### src/rtl/cr_unit_pkg.sv
package cr_unit_pkg;

    typedef enum logic [3:0] {
        CR_IDLE     = 4'd0,
        CR_CMP_SREG = 4'd1,
        CR_CMP_UREG = 4'd2,
        CR_CMP_SIMM = 4'd3,
        CR_CMP_UIMM = 4'd4,
        CR_MOVE_MSK = 4'd5,
        CR_FLD_COPY = 4'd6,
        CR_RSVD     = 4'd7,
        CR_B_AND    = 4'd8,
        CR_B_OR     = 4'd9,
        CR_B_NAND   = 4'd10,
        CR_B_XOR    = 4'd11,
        CR_B_NOR    = 4'd12,
        CR_B_EQV    = 4'd13,
        CR_B_ANDC   = 4'd14,
        CR_B_ORC    = 4'd15
    } cr_op_e;

    // Bit positions inside a compare result field
    localparam int unsigned FLD_LT = 3;
    localparam int unsigned FLD_GT = 2;
    localparam int unsigned FLD_EQ = 1;
    localparam int unsigned FLD_SO = 0;

endpackage

### src/rtl/cr_cmp_field.sv
module cr_cmp_field #(
    parameter int unsigned XLEN = 32,
    parameter int unsigned IMMW = 16,
    parameter int unsigned FW   = 4
) (
    input  logic            is_signed,
    input  logic            use_imm,
    input  logic [XLEN-1:0] lhs,
    input  logic [XLEN-1:0] rhs,
    input  logic            so,
    output logic [FW-1:0]   fld
);
    import cr_unit_pkg::*;

    localparam int unsigned EXTW = XLEN - IMMW;

    logic [XLEN-1:0] rhs_ext;
    logic            lt;
    logic            gt;
    logic            eq;

    always_comb begin
        if (!use_imm) begin
            rhs_ext = rhs;
        end else if (is_signed) begin
            rhs_ext = {{EXTW{rhs[IMMW-1]}}, rhs[IMMW-1:0]};
        end else begin
            rhs_ext = {{EXTW{1'b0}}, rhs[IMMW-1:0]};
        end

        eq = (lhs == rhs_ext);
        if (is_signed) begin
            lt = ($signed(lhs) < $signed(rhs_ext));
        end else begin
            lt = (lhs < rhs_ext);
        end
        gt = !lt && !eq;

        fld         = '0;
        fld[FLD_LT] = lt;
        fld[FLD_GT] = gt;
        fld[FLD_EQ] = eq;
        fld[FLD_SO] = so;
    end
endmodule

### src/rtl/cr_mask_expand.sv
module cr_mask_expand #(
    parameter int unsigned NF = 8,
    parameter int unsigned FW = 4
) (
    input  logic [NF-1:0]    sel,
    output logic [NF*FW-1:0] mask
);
    for (genvar gi = 0; gi < NF; gi++) begin : g_nib
        assign mask[gi*FW +: FW] = {FW{sel[gi]}};
    end
endmodule

### src/rtl/cr_bit_logic.sv
module cr_bit_logic (
    input  logic [2:0] fn,
    input  logic       a,
    input  logic       b,
    output logic       y
);
    always_comb begin
        case (fn)
            3'd0:    y = a & b;
            3'd1:    y = a | b;
            3'd2:    y = ~(a & b);
            3'd3:    y = a ^ b;
            3'd4:    y = ~(a | b);
            3'd5:    y = ~(a ^ b);
            3'd6:    y = a & ~b;
            default: y = a | ~b;
        endcase
    end
endmodule

### src/rtl/cr_update_unit.sv
module cr_update_unit #(
    parameter int unsigned NF   = 8,
    parameter int unsigned FW   = 4,
    parameter int unsigned XLEN = 32,
    parameter int unsigned IMMW = 16,
    localparam int unsigned CRW = NF * FW,
    localparam int unsigned IW  = $clog2(NF),
    localparam int unsigned BW  = $clog2(CRW)
) (
    input  logic            clk,
    input  logic            rst_n,
    input  logic            valid_i,
    input  logic [3:0]      op_i,
    input  logic [XLEN-1:0] opa_i,
    input  logic [XLEN-1:0] opb_i,
    input  logic [IW-1:0]   dst_idx_i,
    input  logic [IW-1:0]   src_idx_i,
    input  logic [BW-1:0]   bit_t_i,
    input  logic [BW-1:0]   bit_a_i,
    input  logic [BW-1:0]   bit_b_i,
    input  logic [NF-1:0]   fmask_i,
    input  logic            so_i,
    input  logic [IW-1:0]   rd_idx_i,
    output logic [FW-1:0]   rd_field_o,
    output logic [CRW-1:0]  cr_o
);
    import cr_unit_pkg::*;

    typedef struct packed {
        logic [CRW-1:0] cr;
    } cr_state_t;

    cr_state_t st_d;
    cr_state_t st_q;
    cr_op_e    op;

    logic           cmp_signed;
    logic           cmp_imm;
    logic [FW-1:0]  cmp_fld;
    logic [CRW-1:0] move_mask;
    logic           bit_a;
    logic           bit_b;
    logic           bit_y;

    // Field 0 is the most significant nibble.
    function automatic int unsigned fld_lsb(input logic [IW-1:0] n);
        return (NF - 1 - int'(n)) * FW;
    endfunction

    // Bit index 0 is the most significant register bit.
    function automatic int unsigned bit_pos(input logic [BW-1:0] n);
        return CRW - 1 - int'(n);
    endfunction

    assign op         = cr_op_e'(op_i);
    assign cmp_signed = (op == CR_CMP_SREG) || (op == CR_CMP_SIMM);
    assign cmp_imm    = (op == CR_CMP_SIMM) || (op == CR_CMP_UIMM);
    assign bit_a      = st_q.cr[bit_pos(bit_a_i)];
    assign bit_b      = st_q.cr[bit_pos(bit_b_i)];

    cr_cmp_field #(
        .XLEN (XLEN),
        .IMMW (IMMW),
        .FW   (FW)
    ) u_cmp (
        .is_signed (cmp_signed),
        .use_imm   (cmp_imm),
        .lhs       (opa_i),
        .rhs       (opb_i),
        .so        (so_i),
        .fld       (cmp_fld)
    );

    cr_mask_expand #(
        .NF (NF),
        .FW (FW)
    ) u_mask (
        .sel  (fmask_i),
        .mask (move_mask)
    );

    cr_bit_logic u_bitop (
        .fn (op_i[2:0]),
        .a  (bit_a),
        .b  (bit_b),
        .y  (bit_y)
    );

    always_comb begin
        st_d = st_q;
        if (valid_i) begin
            case (op)
                CR_CMP_SREG, CR_CMP_UREG, CR_CMP_SIMM, CR_CMP_UIMM: begin
                    st_d.cr[fld_lsb(dst_idx_i) +: FW] = cmp_fld;
                end
                CR_MOVE_MSK: begin
                    st_d.cr = (opa_i[CRW-1:0] & move_mask) | (st_q.cr & ~move_mask);
                end
                CR_FLD_COPY: begin
                    st_d.cr[fld_lsb(dst_idx_i) +: FW] = st_q.cr[fld_lsb(src_idx_i) +: FW];
                end
                CR_B_AND, CR_B_OR, CR_B_NAND, CR_B_XOR,
                CR_B_NOR, CR_B_EQV, CR_B_ANDC, CR_B_ORC: begin
                    st_d.cr[bit_pos(bit_t_i)] = bit_y;
                end
                default: begin
                    st_d = st_q;
                end
            endcase
        end
    end

    always_ff @(posedge clk or negedge rst_n) begin
        if (!rst_n) begin
            st_q <= '0;
        end else begin
            st_q <= st_d;
        end
    end

    assign cr_o       = st_q.cr;
    assign rd_field_o = st_q.cr[fld_lsb(rd_idx_i) +: FW];

endmodule

### config.mk
export PLATFORM = sky130hd
export DESIGN_NAME = cr_update_unit
export DESIGN_NICKNAME = d
export VERILOG_FILES = /design/src/rtl/cr_unit_pkg.sv /design/src/rtl/cr_cmp_field.sv /design/src/rtl/cr_mask_expand.sv /design/src/rtl/cr_bit_logic.sv /design/src/rtl/cr_update_unit.sv
export SDC_FILE = /design/constraint.sdc
export NUM_CORES = 1
export LEC_CHECK = 0
export BUFFER_PORTS_ARGS = -buffer_cell sky130_fd_sc_hd__buf_4
export CORE_MARGIN = 2
export CORE_UTILIZATION = 25
export CTS_BUF_LIST = sky130_fd_sc_hd__clkbuf_8
export CTS_CLUSTER_SIZE = 40
export DETAILED_ROUTE_END_ITERATION = 8
export PLACE_DENSITY_LB_ADDON = 0.1
export SYNTH_ARGS = -nofsm -noshare
export SYNTH_HDL_FRONTEND = slang
export SYNTH_SLANG_ARGS = --single-unit
export TNS_END_PERCENT = 5
### constraint.sdc
create_clock -name clk -period 4.3 [get_ports clk]
set_input_delay 0.645 -clock clk [delete_from_list [all_inputs] [get_ports clk]]
set_output_delay 0.645 -clock clk [all_outputs]
set_load 0.01 [all_outputs]
==> metrics.txt <==
status finished clean; Worst VDD drop between 0.1 and 0.15 mV; CP dominant cell by count mux4_2; Cell Chain, Critical Path mux4_2 -> mux4_2 -> mux2i_1 -> ha_1 -> nor2b_1 -> a21oi_1 -> mux4_2 -> nor3_4 -> a221oi_1 -> o22ai_1; Slew Viols, Final 0; final setup violation count 0; RSZ-0062 raised after global routing no; GRT overflow 0; post-synthesis cell area approximately 5700 µm²; Seq/Total Area, Yosys between 10% and 20%; Slew headroom 23.2%; Syn Inst Count approximately 680; # IOs between 100 and 150; Post-synth EDFFs 0; MaxCap Viol Count 0; hold_buf cts 0; Fmax 252 MHz; most frequent cells in the layout buf_4 (189), o21ai_0 (62), nor2_1 (55); leakage power between 3 and 4 nW; mean post-synth cell area around 8.4 µm²; # clock sinks 32; CP max FO 10; Worst Hold Class in2async; Final Util about 33%; setup TNS 0 ns; Clock Latency Late Sink 0.33 ns; Final Non-Filler Cells between 1000 and 1500; Post-synth top flop dfrtp_1; Final nets roughly 970; Netlist cell types 85; slowest stage delay, CP around 0.65 ns; Total Power between 0.002 and 0.0025 W; Die Y 154 µm; Routed WL around 31000 µm; Initial Util between 20% and 30%; via count ~6900; synthesized flop and latch total 32; Filler cells 2354; post-CTS sizing 0; asr flop ratio synth 100%; syn nets between 800 and 900; most common cell after layout, fill and taps aside buf_4; CP Data Arrival Time 4.21 ns; CP required roughly 4.6 ns; slew at the pin with the worst max-slew slack 1.15 ns; largest net degree at the start of global routing 33; initial antenna violation count 3; Max H-tree Level 2; PwrDens around 310 nW/µm²; Inst Count DP roughly 1100; Max clock buf depth 2; initial DRC count 584; Final min period approximately 4 ns; CP top delay family multiplexers; Fin Clk Skew between 0.008 and 0.009 ns; vias per cell between 6 and 7; input/output buffers 139; dpl cell area 7230 µm²; fraction of layout cells with a size suffix above 1 roughly a third; Finished Cell Area 7350 µm²; HPWL Detailed about 24000 µm; Die Span X 154 µm; Worst Path Buf+Inv 0; Final Wtd Congestion between 0.9 and 1; Worst Setup End Kind flop; Crit-path slowest cell mux4_2; critical path start-end classification reg2reg; Total GRT Usage 25.1%; DRT Pass-1 Iters 6; vias in the first global route roughly 6700; Inserted Clock Buffers 5; Setup Buffers After CTS 0; post-route antenna net violation count 0; Area Overhead vs Synth 29.8%; Yosys warnings 0; WL per Instance around 27 µm; Worst setup SP type flop; final count of hold timing violations 0; # DRC 0; CTS tree done; global-route wire length before repair ~44000 µm; clock slew at reported path FFs roughly 0.09 ns; period utilization ~92%; die area around 24000 µm²; core area roughly 22000 µm²; Rows 55; clock root cell clkbuf_8
[final timing paths]
check / to / slack, ns / cells past startpoint
worst min register to register: flop / 0.70 / 2
worst min-delay path: asynchronous set/reset pin / 0.28 / 1
worst max register to register: flop / 0.34 / 10
max in group asynchronous: asynchronous set/reset pin / 3.60 / 1
min in group clk: flop / 0.70 / 2
worst max-delay path: flop / 0.34 / 10
[metrics by stage]
step | hold WS [ns] | setup WS, ns
after floorplan | 0.349 | 0.332
after global placement | 0.659 | 0.118
after detailed placement | 0.661 | 0.0421
after CTS | 0.309 | 0.369
after global routing | 0.322 | 0.193
final | 0.279 | 0.336
[layer usage]
layer	routed length [µm]	GRT usage (%)	up-vias
met5	15	0	-
met4	1170	9.92	2
met3	2520	3.73	86
met2	13700	39.6	415
met1	13200	34.5	3392
li1	-	-	3000
[Yosys cell counts, drive strengths merged (15+ instances only)]
cell,number,area [µm²]
a21oi,46,245
nand3,35,175
o21ai,68,340
nand2,33,131
nor2,57,219
o211ai,16,120
nand4,15,93.8
clkbuf,27,103
ha,38,475
buf,18,114
inv,30,113
mux4,38,886
dfrtp,32,801
a211oi,15,163
[final cells by class]
| class | count | area [µm²] | area share, % |
|---|---|---|---|
| inverter | 31 | 116 | 1.58 |
| sequential | 32 | 801 | 10.9 |
| timing repair buffer | 189 | 1420 | 19.3 |
| clock inverter | 3 | 42.5 | 0.579 |
| multi-input combinational | 568 | 4540 | 61.8 |
| antenna | 2 | 5.00 | 0.0681 |
| tap | 285 | 357 | 4.85 |
| clock buffer | 5 | 68.8 | 0.936 |
[power by group]
part / internal [W] / leakage (nW) / switching (W) / total [W]
logic: 0.000644 / 2.59 / 0.000771 / 0.00142
clock network: 0.000172 / 0.0541 / 0.000157 / 0.000329
registers: 0.000370 / 0.371 / 0.000156 / 0.000526
[cells by family (layout without fill, tap and decap cells)]
logic type                 after synthesis  in the layout  synth area share (%)
xor gates and xnor gates                 1              1                 0.287
and+or+nand+nor                        222            222                  21.4
DFF                                     32             32                  14.1
muxes                                   58             58                  19.5
buffers and inverters                   76            228                  5.88
AOI/OAI and AO/OA                      249            249                  30.4
other                                    0              2                     0
adders and majority gates               38             38                  8.40
Power figures use the tool's default switching activity.
